File: src/rtl/tmr16_pkg.sv
package tmr16_pkg;
  localparam logic [1:0] ADDR_CNT_LO = 2'd0;
  localparam logic [1:0] ADDR_CNT_HI = 2'd1;
  localparam logic [1:0] ADDR_CTRL   = 2'd2;
  localparam logic [1:0] ADDR_STAT   = 2'd3;

  localparam int CTRL_EN_BIT    = 0;
  localparam int CTRL_SRC_BIT   = 1;
  localparam int CTRL_ASYNC_BIT = 2;
  localparam int CTRL_PS_LSB    = 4;
  localparam int PS_W           = 2;

  typedef struct packed {
    logic [PS_W-1:0] ps;
    logic            async_m;
    logic            src_ext;
    logic            en;
  } tmr_ctrl_t;
endpackage

File: src/rtl/tmr16_src.sv
module tmr16_src #(
  parameter int DIV_W       = 2,
  parameter int SYNC_STAGES = 2
) (
  input  logic clk_i,
  input  logic rst_ni,
  input  logic ext_i,
  input  logic en_i,
  input  logic src_ext_i,
  input  logic async_i,
  output logic tick_o
);
  logic [DIV_W-1:0]     div_q;
  logic [SYNC_STAGES:0] sh_q;
  logic                 int_tick, edge_sync, edge_async, ext_tick;

  always_ff @(posedge clk_i or negedge rst_ni) begin
    if (!rst_ni) begin
      div_q <= '0;
      sh_q  <= '0;
    end else begin
      div_q <= div_q + 1'b1;
      sh_q  <= {sh_q[SYNC_STAGES-1:0], ext_i};
    end
  end

  assign int_tick   = &div_q;
  // full synchronizer chain vs. single sample flop
  assign edge_sync  = sh_q[SYNC_STAGES-1] & ~sh_q[SYNC_STAGES];
  assign edge_async = sh_q[0] & ~sh_q[1];
  assign ext_tick   = async_i ? edge_async : edge_sync;
  assign tick_o     = en_i & (src_ext_i ? ext_tick : int_tick);
endmodule

File: src/rtl/tmr16_presc.sv
module tmr16_presc #(
  parameter int PS_W = 2
) (
  input  logic            clk_i,
  input  logic            rst_ni,
  input  logic            clr_i,
  input  logic [PS_W-1:0] ps_i,
  input  logic            tick_i,
  output logic            tick_o
);
  localparam int PC_W = (1 << PS_W) - 1;

  logic [PC_W-1:0] pc_q, mask;

  for (genvar g = 0; g < PC_W; g++) begin : g_mask
    assign mask[g] = (PS_W'(g) < ps_i);
  end

  always_ff @(posedge clk_i or negedge rst_ni) begin
    if (!rst_ni)     pc_q <= '0;
    else if (clr_i)  pc_q <= '0;
    else if (tick_i) pc_q <= pc_q + 1'b1;
  end

  assign tick_o = tick_i & ((pc_q & mask) == mask);

  a_r3_tick_subset: assert property (@(posedge clk_i) disable iff (!rst_ni)
    tick_o |-> tick_i);
endmodule

File: src/rtl/tmr16_core.sv
module tmr16_core
  import tmr16_pkg::*;
#(
  parameter int BUS_W = 8,
  localparam int CNT_W = 2 * BUS_W
) (
  input  logic             clk_i,
  input  logic             rst_ni,
  input  logic             inc_i,
  input  logic             evt_clr_i,
  input  logic             wr_i,
  input  logic             rd_i,
  input  logic [1:0]       addr_i,
  input  logic [BUS_W-1:0] wdata_i,
  output logic [CNT_W-1:0] count_o,
  output logic [BUS_W-1:0] hbuf_o,
  output logic             flag_o,
  output logic             ld_o
);
  logic [CNT_W-1:0] count_q, count_d;
  logic [BUS_W-1:0] hbuf_q;
  logic             flag_q, ld, wr_hi, rd_lo, clr_flag, ovf;

  assign ld       = wr_i && (addr_i == ADDR_CNT_LO);
  assign wr_hi    = wr_i && (addr_i == ADDR_CNT_HI);
  assign rd_lo    = rd_i && !wr_i && (addr_i == ADDR_CNT_LO);
  assign clr_flag = wr_i && (addr_i == ADDR_STAT) && wdata_i[0];
  assign ovf      = inc_i && (&count_q) && !evt_clr_i && !ld;

  always_comb begin
    count_d = count_q;
    if (evt_clr_i)  count_d = '0;
    else if (ld)    count_d = {hbuf_q, wdata_i};
    else if (inc_i) count_d = count_q + 1'b1;
  end

  always_ff @(posedge clk_i or negedge rst_ni) begin
    if (!rst_ni) begin
      count_q <= '0;
      hbuf_q  <= '0;
      flag_q  <= 1'b0;
    end else begin
      count_q <= count_d;
      if (wr_hi)      hbuf_q <= wdata_i;
      else if (rd_lo) hbuf_q <= count_q[CNT_W-1:BUS_W];
      if (ovf)           flag_q <= 1'b1;
      else if (clr_flag) flag_q <= 1'b0;
    end
  end

  assign count_o = count_q;
  assign hbuf_o  = hbuf_q;
  assign flag_o  = flag_q;
  assign ld_o    = ld;

  a_r8_evt_clears: assert property (@(posedge clk_i) disable iff (!rst_ni)
    evt_clr_i |=> (count_q == '0));
  a_r6_ovf_sets_flag: assert property (@(posedge clk_i) disable iff (!rst_ni)
    (inc_i && (&count_q) && !evt_clr_i && !wr_i) |=> (flag_q && count_q == '0));
  a_r7_collision_keeps: assert property (@(posedge clk_i) disable iff (!rst_ni)
    (ovf && clr_flag) |=> flag_q);
  a_r7_w1c_clears: assert property (@(posedge clk_i) disable iff (!rst_ni)
    (clr_flag && !inc_i) |=> !flag_q);
  a_r10_hbuf_load: assert property (@(posedge clk_i) disable iff (!rst_ni)
    wr_hi |=> (hbuf_q == $past(wdata_i)));
endmodule

File: src/rtl/tmr16_periph.sv
module tmr16_periph
  import tmr16_pkg::*;
#(
  parameter int BUS_W       = 8,
  parameter int DIV_W       = 2,
  parameter int SYNC_STAGES = 2
) (
  input  logic             clk_i,
  input  logic             rst_ni,
  input  logic             ext_clk_i,
  input  logic             evt_clr_i,
  input  logic             bus_wr_i,
  input  logic             bus_rd_i,
  input  logic [1:0]       bus_addr_i,
  input  logic [BUS_W-1:0] bus_wdata_i,
  output logic [BUS_W-1:0] bus_rdata_o,
  output logic             ovf_flag_o
);
  localparam int CNT_W = 2 * BUS_W;

  tmr_ctrl_t        ctrl_q;
  logic             src_tick, inc, ld;
  logic [CNT_W-1:0] count;
  logic [BUS_W-1:0] hbuf;
  logic             flag;

  always_ff @(posedge clk_i or negedge rst_ni) begin
    if (!rst_ni) ctrl_q <= '0;
    else if (bus_wr_i && bus_addr_i == ADDR_CTRL) begin
      ctrl_q.en      <= bus_wdata_i[CTRL_EN_BIT];
      ctrl_q.src_ext <= bus_wdata_i[CTRL_SRC_BIT];
      ctrl_q.async_m <= bus_wdata_i[CTRL_ASYNC_BIT];
      ctrl_q.ps      <= bus_wdata_i[CTRL_PS_LSB +: PS_W];
    end
  end

  tmr16_src #(.DIV_W(DIV_W), .SYNC_STAGES(SYNC_STAGES)) u_src (
    .clk_i, .rst_ni,
    .ext_i     (ext_clk_i),
    .en_i      (ctrl_q.en),
    .src_ext_i (ctrl_q.src_ext),
    .async_i   (ctrl_q.async_m),
    .tick_o    (src_tick)
  );

  tmr16_presc #(.PS_W(PS_W)) u_presc (
    .clk_i, .rst_ni,
    .clr_i  (ld),
    .ps_i   (ctrl_q.ps),
    .tick_i (src_tick),
    .tick_o (inc)
  );

  tmr16_core #(.BUS_W(BUS_W)) u_core (
    .clk_i, .rst_ni,
    .inc_i     (inc),
    .evt_clr_i (evt_clr_i),
    .wr_i      (bus_wr_i),
    .rd_i      (bus_rd_i),
    .addr_i    (bus_addr_i),
    .wdata_i   (bus_wdata_i),
    .count_o   (count),
    .hbuf_o    (hbuf),
    .flag_o    (flag),
    .ld_o      (ld)
  );

  always_comb begin
    bus_rdata_o = '0;
    unique case (bus_addr_i)
      ADDR_CNT_LO: bus_rdata_o = count[BUS_W-1:0];
      ADDR_CNT_HI: bus_rdata_o = hbuf;
      ADDR_CTRL: begin
        bus_rdata_o[CTRL_EN_BIT]            = ctrl_q.en;
        bus_rdata_o[CTRL_SRC_BIT]           = ctrl_q.src_ext;
        bus_rdata_o[CTRL_ASYNC_BIT]         = ctrl_q.async_m;
        bus_rdata_o[CTRL_PS_LSB +: PS_W]    = ctrl_q.ps;
      end
      default: bus_rdata_o[0] = flag;
    endcase
  end

  assign ovf_flag_o = flag;

  a_r11_disabled_hold: assert property (@(posedge clk_i) disable iff (!rst_ni)
    (!ctrl_q.en && !evt_clr_i && !ld) |=> $stable(count));
endmodule

File: config.mk
export PLATFORM = sky130hd
export DESIGN_NAME = tmr16_periph
export DESIGN_NICKNAME = d
export VERILOG_FILES = /design/src/rtl/tmr16_pkg.sv /design/src/rtl/tmr16_src.sv /design/src/rtl/tmr16_presc.sv /design/src/rtl/tmr16_core.sv /design/src/rtl/tmr16_periph.sv
export SDC_FILE = /design/constraint.sdc
export NUM_CORES = 1
export LEC_CHECK = 0
export BUFFER_PORTS_ARGS = -buffer_cell sky130_fd_sc_hd__buf_4
export CAP_MARGIN = 10
export CORE_AREA = 2 2 63 65
export CTS_BUF_LIST = sky130_fd_sc_hd__clkbuf_4 sky130_fd_sc_hd__clkbuf_8
export DETAILED_ROUTE_END_ITERATION = 12
export DIE_AREA = 0 0 65 67
export PLACE_DENSITY = 0.79
export SETUP_SLACK_MARGIN = 0.02
export SLEW_MARGIN = 25
export SYNTH_ARGS = -nofsm -noshare
export SYNTH_HDL_FRONTEND = slang
export SYNTH_SLANG_ARGS = --single-unit
File: constraint.sdc
create_clock -name clk_i -period 2 [get_ports clk_i]
set_clock_uncertainty 0.05 [all_clocks]
set_input_delay 0.1 -clock clk_i [delete_from_list [all_inputs] [get_ports clk_i]]
set_output_delay 0.1 -clock clk_i [all_outputs]
set_load 0.02 [all_outputs]
# Word-level counts from Yosys, hierarchy flattened
# Cells that the tools add are included.
# totals
out_inout_bits,9
reg_bits,38
in_bits,16
# classes
n_reduce_logical,20
magnitude_cmp,3
n_eq_ne,4
add_sub_neg,3
bitwise_logic,7
mux,16
# ops
cell,n
16-bit two-way mux,3
"16-bit by 1-bit adder with 16-bit output, second input constant",1
8-bit two-way mux,2
16-bit AND reduction,1
2-bit one-hot mux with 3 select lines,2
1-bit logical AND,10
3-bit two-way mux,2
2-bit nonzero test,3
1-bit bitwise AND,4
"2-bit == test, second input constant",2
"1-bit by 2-bit less-than comparator with 1-bit output, first input constant",2
1-bit two-way mux,4
2-bit one-hot mux with 2 select lines,1
"3-bit by 1-bit adder with 3-bit output, second input constant",1
3-bit bitwise AND,1
3-bit == test,1
1-bit zero test,3
1-bit one-hot mux with 3 select lines,1
3-bit nonzero test,1
"2-bit by 1-bit adder with 2-bit output, second input constant",1
"2-bit by 1-bit == test with 1-bit output, second input constant",1
2-bit zero test,1
"2-bit less-than comparator, first input constant",1
1-bit inverter,2
other kinds (2),2

# Longest topological paths before layout
# Gate-level depths: netlist of the first run.
# logic_depth
depth_word,10
ltp_mapped,7
mapped_depth_nobuf,6

# Hierarchy
# Synthesis of the first run repeated with hierarchy kept, for this count alone.
# hier_totals
cells_unflattened,200
hier_area_um2,2085.8
# by_module_without_submodules
mod,instances,seq_area_each_um2,cells_per_inst,area_each_um2
tmr16_core,1,625.6,144,1377.6
tmr16_periph,1,125.1,29,384.1
tmr16_src,1,125.1,11,168.9
tmr16_presc,1,75.1,16,155.1

# Least setup slack after synthesis of the first run
# No wires, ideal clock.
# synth_timing
path_kind,reg-to-reg
startpoint,reg ctrl_q[3] (netlist bit)
endpoint,reg u_core.count_q[14] (netlist: u_core.count_o[14])
stages_incl_launch_ff,7
path_slack_ns,0.180
setup_ns,0.099
arrival_time_ns,1.670
synth_period_minus_slack_ns,1.820
path_buffers,1
cell_sequence,dfrtp_1 nor2b_1 o221ai_2 nand4_1 buf_2 or3_1 a311oi_1
# synth_via
elab_chain_len,5
# synth_lines
element,line,text
from (decl),tmr16_periph.sv:21,tmr_ctrl_t ctrl_q;
1-bit by 2-bit less-than comparator with 1-bit output or 2-bit less-than comparator (tied branches),tmr16_presc.sv:16,assign mask[g] = (PS_W'(g) < ps_i);
3-bit bitwise AND,tmr16_presc.sv:25,assign tick_o = tick_i & ((pc_q & mask) == mask);
3-bit == test (*),tmr16_presc.sv:25,
1-bit bitwise AND (*),tmr16_presc.sv:25,
3-bit nonzero test (no line) (*),n/a,
to (signal assigned),tmr16_core.sv:43,count_q <= count_d;
to (decl),tmr16_core.sv:20,"logic [CNT_W-1:0] count_q, count_d;"
# Every way passes the cells marked *; elsewhere a longest branch is shown, timed or not.
# A chain may end at the register's enable or synchronous reset.

# Final worst setup path of the first run
# layout_timing
startpoint,reg u_core.count_q[1] (netlist: u_core.count_o[1])
endpoint,reg u_core.count_q[10] (netlist: u_core.count_o[10])
# layout_via
elab_chain_len,4
# layout_lines
element,line,text
16-bit by 1-bit adder with 16-bit output,tmr16_core.sv:34,else if (inc_i) count_d = count_q + 1'b1;
16-bit two-way mux,tmr16_core.sv:34,
16-bit two-way mux,tmr16_core.sv:33,"else if (ld) count_d = {hbuf_q, wdata_i};"
16-bit two-way mux,tmr16_core.sv:32,if (evt_clr_i) count_d = '0;
# No other way between the ends. The select of a mux whose other input is x is not followed.

==> results of run 1 <==
registers in the layout (all words and copies together) (netlist names):
register,cells
u_core.count_o,16
u_core.hbuf_o,8
ctrl_q,5
u_presc.pc_q,3
u_src.sh_q,3
u_src.div_q,2
u_core.flag_o,1
final cells by class:
class	instances	area (sq um)	area share, %
multi-input cells	163	1140	44.1
flip-flops and latches	38	952	36.9
repair buffers	42	322	12.5
clock buffers	7	90.1	3.49
well taps	48	60.1	2.33
inverters	4	15.0	0.582
clock inverters	1	5.00	0.194
placed cells by master (no fill, tap or decap), types with 2 or more instances in the layout:
| master | count |
|---|---|
| a211oi_1 | 7 |
| a21oi_1 | 10 |
| a311oi_1 | 6 |
| a311oi_2 | 3 |
| and2_1 | 2 |
| and3_1 | 4 |
| buf_4 | 38 |
| clkbuf_8 | 6 |
| dfrtp_1 | 37 |
| dlygate4sd3_1 | 2 |
| ha_1 | 3 |
| inv_1 | 4 |
| mux2_2 | 5 |
| mux2i_1 | 16 |
| nand2_1 | 14 |
| nand2b_1 | 2 |
| nand3_1 | 6 |
| nand3b_1 | 2 |
| nand4_1 | 8 |
| nor2_1 | 32 |
| o21ai_0 | 13 |
| or3_1 | 7 |
| or3_4 | 2 |
| xor2_1 | 7 |
report_power, final:
group | internal (mW) | switching [mW] | total [mW]
logic | 0.244 | 0.265 | 0.509
registers | 0.868 | 0.111 | 0.980
clock network | 0.292 | 0.277 | 0.568
total | 1.40 | 0.653 | 2.06
per-layer routing:
metal | global-route usage, % | vias up | wire length (um) | part of all wire [%]
li1 | - | 862 | - | -
met1 | 36.2 | 884 | 2220 | 42
met2 | 39.7 | 90 | 2580 | 48
met3 | 6.25 | 12 | 407 | 7.6
met4 | 11.4 | 0 | 128 | 2.4
met5 | 0 | - | 0 | 0
worst reg2reg max path, delay by kind of cell (launching register included):
kind | cells | cell delay, ps
AO/OA/AOI/OAI | 1 | 280
adder cells (fa/ha/maj) | 1 | 180
buffers and inverters | 1 | 180
flip-flops | 1 | 380
AND/OR/NAND/NOR | 4 | 810
per-stage QoR:
stage          hold WS, ps  setup slack, ps  TNS [ps]  cell area [sq um]  cells
2_1_floorplan         -246              180         0               2100    216
3_3_place_gp          44.6              107         0               2340    283
3_5_place_dp          41.4            -44.6     -44.6               2340    283
4_1_cts               6.46             27.9         0               2460    293
5_1_grt               2.79            -41.4      -115               2580    303
6_report              4.18             6.74         0               2580    303
timing repair:
action	in CTS	in global routing
setup buffers	0	9
gates cloned	0	1
resized for setup	1	9
hold buffers	2	0
endpoints found under the hold margin	39	0
endpoints found under the setup margin	4	9
pin swaps	0	4
cell usage after synthesis, types with 3 or more instances:
cell      count  area share (%)
mux2_2        5             2.7
mux2i_1      16             7.6
a311oi_1      9             3.8
nand3_1       6             1.4
or3_1         9             2.7
and3_1        4             1.2
a21oi_1      10             2.4
inv_1         4            0.72
nand4_1       8             2.4
o21ai_0      13             3.1
xor2_1        7             2.9
ha_1          3             1.8
dfrtp_1      38              45
nand2_1      14             2.5
a211oi_1      7             2.5
clkbuf_1      8             1.4
nor2_1       32             5.7
logic make-up (layout without fill, tap and decap cells):
logic type	count (synthesis)	count (layout)	synth area share, %
AO/OA/AOI/OAI	44	44	14.9
XOR/XNOR	8	8	3.34
flip-flops	38	38	45.3
adder cells (fa/ha/maj)	3	3	1.79
buffers and inverters	15	54	2.74
multiplexers	22	22	11.4
AND/OR/NAND/NOR	86	86	20.5
worst paths after layout:
check | slack [ps] | cells after the start | from | end
setup / recovery | 7 | 7 | u_core.count_o[1]$_DFFE_PN0P_ | u_core.count_o[10]$_DFFE_PN0P_
hold / removal | 4 | 2 | bus_wdata_i[2] | ctrl_q[2]$_DFFE_PN0P_
setup reg to reg | 7 | 7 | u_core.count_o[1]$_DFFE_PN0P_ | u_core.count_o[10]$_DFFE_PN0P_
hold reg to reg | 320 | 0 | u_src.sh_q[0]$_DFF_PN0_ | u_src.sh_q[1]$_DFF_PN0_
max in group asynchronous | 1300 | 2 | rst_ni | ctrl_q[1]$_DFFE_PN0P_
min in group asynchronous | 250 | 2 | rst_ni | u_src.sh_q[1]$_DFF_PN0_
==> flow_metrics.tcl, run 1 <==
set metrics [dict create \
    worstPathRequired_ps 2140 \
    synth_cells 216 \
    drive_gt1_share_pct 26.7 \
    synth_flop_cell "dfrtp_1" \
    clock_latency_ps 300 \
    final_core_util_pct 71.6 \
    cp_max_fo 6 \
    dieArea_sq_um 4360 \
    grt_max_degree 39 \
    synth-edff-count 0 \
    grt_pass1_vias 1720 \
    maxSlewHeadroom_pct 54.9 \
    maxSlewViolCount 0 \
    worst-setup-path-type "register to register" \
    syn_area_sq_um 2100 \
    coreArea_sq_um 3610 \
    async_flop_share_pct 100 \
    grt_pass1_wl_um 8280 \
    ys_warn_count 0 \
    cpPeakStageDelay_ps 380 \
    syn_area_per_cell_sq_um 9.71 \
    crit_slowest_cell "dfrtp_1" \
    die_y_um 67 \
    setup_violations 0 \
    avgViaCountPerCell 6.10 \
    fin_total_pwr_mw 2.06 \
    status "finished, final reports clean" \
    hpwl_um 3410 \
    tightest_slew_ps 676 \
    final_antenna_net_count 0 \
    clk_pin_slew_ps 80 \
    cts.sinks 38 \
    drcViolationCount 0 \
    htree_levels 2 \
    num_vias 1848 \
    grt_usage_pct 26.3 \
    routabilityCongestion 0.825 \
    cts_max_path_buffers 2 \
    n_antenna_cell 0 \
    crit_chain "ha_1 > and3_1 > and2_1 > nand4_1 > buf_6 > or3_1 > a311oi_1" \
    cts-root-buf "clkbuf_8" \
    p_per_area_nw_per_um2 797 \
    portBuffers 24 \
    cts_buffers 5 \
    critPathTopFamily "simple AND/OR/NAND/NOR gates" \
    routed_wl_um 5330 \
    drt_pass1_iterations 4 \
    synth_nets 235 \
    drt_iter0_drc 130 \
    hp-class "input pin to register" \
    arrival_ps 2140 \
    critPathLaunchType "register" \
    area_growth_pct 23.1 \
    cap_violations 0 \
    nNetsFinal 273 \
    finalCritPeriodShare_pct 99.7 \
    fmax_mhz 502 \
    start_util_pct 58.2 \
    io_pins 25 \
    fin_crit_ps 1990 \
    ys_seq_elements 38 \
    endpoint_kind "register" \
    fp.dieW_um 65 \
    grt-ovfl-total 0 \
    p_leak_nw 1.16 \
    path_buf_inv 1 \
    hold_viol_final 0 \
    synth-seq-area-share_pct 45.3 \
    wire_per_inst_um 17.6 \
    ys_types 35 \
    cts_tree "built" \
    ir_drop_v 0.000587 \
    num_rows 22 \
    fill_cells 264 \
    antenna_found_initial 0 \
]
(Power assumes the default switching activity.)
==> inputs of run 2 (changes only) <==
==> constraint.sdc (replaced) <==
create_clock -name clk_i -period 2.4 [get_ports clk_i]
set_clock_uncertainty 0.05 [all_clocks]
set_input_delay 0.24 -clock clk_i [delete_from_list [all_inputs] [get_ports clk_i]]
set_output_delay 0.24 -clock clk_i [all_outputs]
set_load 0.02 [all_outputs]
==> run 2 against run 1 <==
Global-route usage decreased by 0.65 points. Utilization down 4.1 points. Worst hold slack better by 150 ps. Non-clock buffer count shrank 12. Largest power group unchanged. Critical endpoint is now u_core.count_o[12]$_DFFE_PN0P_. Critical path type unchanged. Sequential cell count stayed put.
==> flow_metrics.tcl, run 2 (same netlist as run 1, synthesis figures left out) <==
set metrics [dict create \
    routabilityCongestion 0.788 \
    num_vias 1739 \
    drcViolationCount 0 \
    avgViaCountPerCell 5.98 \
    fin_crit_ps 2090 \
    critPathLaunchType "register" \
    maxSlewHeadroom_pct 57.5 \
    layout_commonest_cell "dfrtp_1" \
    cts-root-buf "clkbuf_8" \
    cts.hold.buffers_added 2 \
    setup_violations 0 \
    wire_per_inst_um 16.6 \
    maxSlewViolCount 0 \
    num_rows 22 \
    drive_gt1_share_pct 20.2 \
    hp-class "input pin to register" \
    clk_pin_slew_ps 80 \
    grt_pass1_vias 1656 \
    drt_iter0_drc 126 \
    status "finished, final reports clean" \
    tns_ps 0 \
    coreArea_sq_um 3610 \
    routed_wl_um 4820 \
    grt_max_degree 39 \
    post_cts_buffers 0 \
    cts_resized 0 \
    hold_viol_final 0 \
    mostFrequentLayoutCells "dfrtp_1 (38), nor2_1 (32), buf_4 (28)" \
    drt_pass1_iterations 4 \
    p_leak_nw 1.10 \
    ir_drop_v 0.000519 \
    die_y_um 67 \
    n_antenna_cell 0 \
    worstPathRequired_ps 2540 \
    portBuffers 24 \
    io_pins 25 \
    worst-setup-path-type "register to register" \
    cts_buffers 5 \
    cts_max_path_buffers 2 \
    area_growth_pct 16.1 \
    antenna_found_initial 0 \
    tightest_slew_ps 637 \
    holdWs_ps 152 \
    nNetsFinal 261 \
    fill_cells 297 \
    htree_levels 2 \
    cp_max_fo 11 \
    start_util_pct 58.2 \
    final_antenna_net_count 0 \
    grt_usage_pct 25.7 \
    cts.sinks 38 \
    hpwl_um 3340 \
    cts_tree "built" \
    fp.dieW_um 65 \
    finalCritPeriodShare_pct 87.3 \
    finalWorstSetupSlack_ps 305 \
    grt_pass1_wl_um 8090 \
    clock_latency_ps 300 \
    dieArea_sq_um 4360 \
    arrival_ps 2240 \
    post-place-ws_ps 351 \
    largest_reg_flops 16 \
    fin_area_sq_um 2430 \
    endpoint_kind "register" \
    fmax_mhz 477 \
    rsz0062_at_grt "no" \
    placement.cell_area_sq_um 2320 \
    p_per_area_nw_per_um2 666 \
    cap_violations 0 \
    grt-ovfl-total 0 \
]
## run 2: worst max-delay path, cell delays in order, from the launching register on
cell	delay [ps]
dfrtp_1	470
o21ai_2	110
a31oi_4	230
nand4_1	390
or3_1	450
a311oi_1	290
## run 2: area by class of cell
cell class | instances | area (sq um) | area share [%]
sequential | 38 | 951 | 39.1
clock buffer | 5 | 68.8 | 2.83
inverter | 4 | 15.0 | 0.617
tap | 48 | 60.1 | 2.47
timing repair buffer | 30 | 230 | 9.46
clock inverter | 3 | 21.3 | 0.874
multi-input combinational | 163 | 1090 | 44.7
## run 2: layer usage
layer	up-vias	routed length, um	GRT usage [%]
met1	839	2170	33.7
met2	54	2260	41.2
met4	0	68	9.31
met5	-	0	0
li1	840	-	-
met3	6	324	6.42
## run 2: metrics by stage
step	power, mW	util (%)	std cells
detailed placement	1.19	64.5	281
CTS	1.63	67.5	291
finish	1.62	67.5	291
global placement	1.17	64.5	281
floorplan	1.03	-	216
global route	1.71	67.5	291
## run 2: worst paths after layout
| kind | from | to | slack, ps | cells after the start |
|---|---|---|---|---|
| max | ctrl_q[1]$_DFFE_PN0P_ | u_core.count_o[12]$_DFFE_PN0P_ | 310 | 5 |
| max reg2reg | ctrl_q[1]$_DFFE_PN0P_ | u_core.count_o[12]$_DFFE_PN0P_ | 310 | 5 |
| min in group asynchronous | rst_ni | ctrl_q[4]$_DFFE_PN0P_ | 400 | 2 |
| min reg2reg | u_src.sh_q[0]$_DFF_PN0_ | u_src.sh_q[1]$_DFF_PN0_ | 340 | 0 |
| max in group asynchronous | rst_ni | u_core.hbuf_o[1]$_DFFE_PN0P_ | 1570 | 2 |
| min | bus_wdata_i[5] | ctrl_q[4]$_DFFE_PN0P_ | 150 | 2 |
## run 2: where the power goes
| group | internal [mW] | total, mW | switching [mW] |
|---|---|---|---|
| Sequential | 0.723 | 0.812 | 0.0895 |
| Clock | 0.204 | 0.445 | 0.241 |
| Combinational | 0.168 | 0.364 | 0.196 |
==> inputs of run 3 (changes only) <==
==> constraint.sdc (replaced) <==
create_clock -name clk_i -period 2.4 [get_ports clk_i]
set_clock_uncertainty 0.05 [all_clocks]
set_input_delay 0.48 -clock clk_i [delete_from_list [all_inputs] [get_ports clk_i]]
set_output_delay 0.48 -clock clk_i [all_outputs]
set_load 0.02 [all_outputs]
==> run 3 against run 2 <==
Sequential share of layout area unchanged. Sequential power about the same. Maximum frequency decreased by 0.50%. Register-to-register slack about the same. Count of clock-buffer cells in the layout increased by 3. Cell count decreased by 0.69%. Sequential cell count unchanged. Design area unchanged. Die area unchanged. First-iteration DRC count increased by 15%. Largest cell class unchanged.
==> flow_metrics.tcl, run 3 (same netlist as run 1, synthesis figures left out) <==
set metrics [dict create \
    status "finished, final reports clean" \
    hp-class "input pin to async pin" \
    worstPathRequired_ps 2540 \
    start_util_pct 58.2 \
    drcViolationCount 0 \
    wire_per_inst_um 16.8 \
    routed_wl_um 4850 \
    fmax_mhz 475 \
    seq_area_sq_um 951 \
    die_y_um 67 \
    cpPeakStageDelay_ps 460 \
    grt_pass1_vias 1652 \
    finalCritPeriodShare_pct 87.7 \
    critPathLaunchType "register" \
    area_growth_pct 16.1 \
    grt_max_degree 39 \
    tightest_slew_ps 633 \
    coreArea_sq_um 3610 \
    p_leak_nw 1.10 \
    clk_pin_slew_ps 70 \
    hpwl_um 3390 \
    grt-ovfl-total 0 \
    final_cells 289 \
    hold_viol_final 0 \
    placed_cells 281 \
    timing.rr.end "u_core.count_o[10]$_DFFE_PN0P_" \
    dieArea_sq_um 4360 \
    maxSlewViolCount 0 \
    grt_usage_pct 26.3 \
    r2r_start "u_core.count_o[0]$_DFFE_PN0P_" \
    cts_tree "built" \
    n_antenna_cell 0 \
    htree_levels 2 \
    regToRegSetupSlack_ps 290 \
    cts_resized 0 \
    placement.cell_area_sq_um 2320 \
    num_rows 22 \
    multi_input_area_sq_um 1090 \
    mostFrequentLayoutCells "dfrtp_1 (38), nor2_1 (32), buf_4 (28)" \
    avgViaCountPerCell 5.97 \
    grt_pass1_wl_um 8360 \
    tns_ps 0 \
    nNetsFinal 259 \
    crit_chain "ha_1 > and3_1 > and2_1 > nand4_1 > or3_1 > a311oi_1" \
    fill_cells 306 \
    cts.sinks 38 \
    worst-setup-path-type "register to register" \
    drive_gt1_share_pct 20.3 \
    post-place-ws_ps 309 \
    drt_pass1_iterations 4 \
    post_cts_buffers 0 \
    portBuffers 24 \
    p_per_area_nw_per_um2 691 \
    endpoint_kind "register" \
    io_pins 25 \
    crit_slowest_cell "or3_1" \
    routabilityCongestion 0.808 \
    largest_reg_flops 16 \
    cts_buffers 5 \
    layout_commonest_cell "dfrtp_1" \
    arrival_ps 2240 \
    rsz0062_at_grt "no" \
    fin_total_pwr_mw 1.68 \
    final_core_util_pct 67.5 \
    cts-root-buf "clkbuf_8" \
    num_vias 1725 \
    crit_end "u_core.count_o[10]$_DFFE_PN0P_" \
    cts_max_path_buffers 2 \
    ir_drop_v 0.000486 \
    finalWorstSetupSlack_ps 295 \
    holdWs_ps 95.3 \
    cap_violations 0 \
    fin_crit_ps 2110 \
    timing.reg2reg.worst_path_depth 6 \
    antenna_found_initial 0 \
    fp.dieW_um 65 \
    clock_latency_ps 290 \
    fin_area_sq_um 2430 \
    cp_max_fo 11 \
    final_antenna_net_count 0 \
    cts.hold.buffers_added 0 \
    critPathLaunch "u_core.count_o[0]$_DFFE_PN0P_" \
    drt_iter0_drc 145 \
    setup_violations 0 \
    maxSlewHeadroom_pct 57.8 \
]
## run 3: changes by cell type in the layout (fill, tap and decap cells not counted), sizes merged
cell         change
clkinvlp         -1
clkinv           -2
dlygate4sd3      -2
clkbuf           +3
## run 3: critical path, delay by kind of cell, from the launching register on
kind / cells / cell delay [ps]
AOI/OAI and AO/OA: 1 / 280
DFF: 1 / 400
and+or+nand+nor: 4 / 1100
adders and majority gates: 1 / 180
## run 3: how the worst min path moves through the flow
stage	endpoint	startpoint	depth (start not counted)	slack, ps
global placement	u_src.sh_q[1]$_DFF_PN0_	u_src.sh_q[0]$_DFF_PN0_	0	320
detailed placement	u_src.sh_q[1]$_DFF_PN0_	u_src.sh_q[0]$_DFF_PN0_	0	340
CTS	u_core.count_o[5]$_DFFE_PN0P_	rst_ni	1	110
global route	u_src.div_q[1]$_DFF_PN0_	rst_ni	1	130
finish	u_core.count_o[5]$_DFFE_PN0P_	rst_ni	1	100
floorplan	ctrl_q[0]$_DFFE_PN0P_	rst_ni	0	130
## run 3: layout make-up
cell class / count / area share (%)
multi-input combinational: 163 / 44.7
sequential: 38 / 39.1
tap: 48 / 2.47
timing repair buffer: 28 / 8.63
clock buffer: 8 / 4.52
inverter: 4 / 0.617
## run 3: routing by layer
layer | wire length, um | track usage, % | vias up | part of all wire (%)
li1 | - | - | 836 | -
met4 | 57 | 7.18 | 0 | 1.2
met3 | 313 | 5.41 | 8 | 6.5
met1 | 2200 | 36.4 | 824 | 45
met2 | 2270 | 42.0 | 57 | 47
met5 | 0 | 0 | - | 0
## run 3: power by group
part	switching (mW)	internal (mW)
registers	0.0903	0.723
clock network	0.219	0.290
logic	0.194	0.166
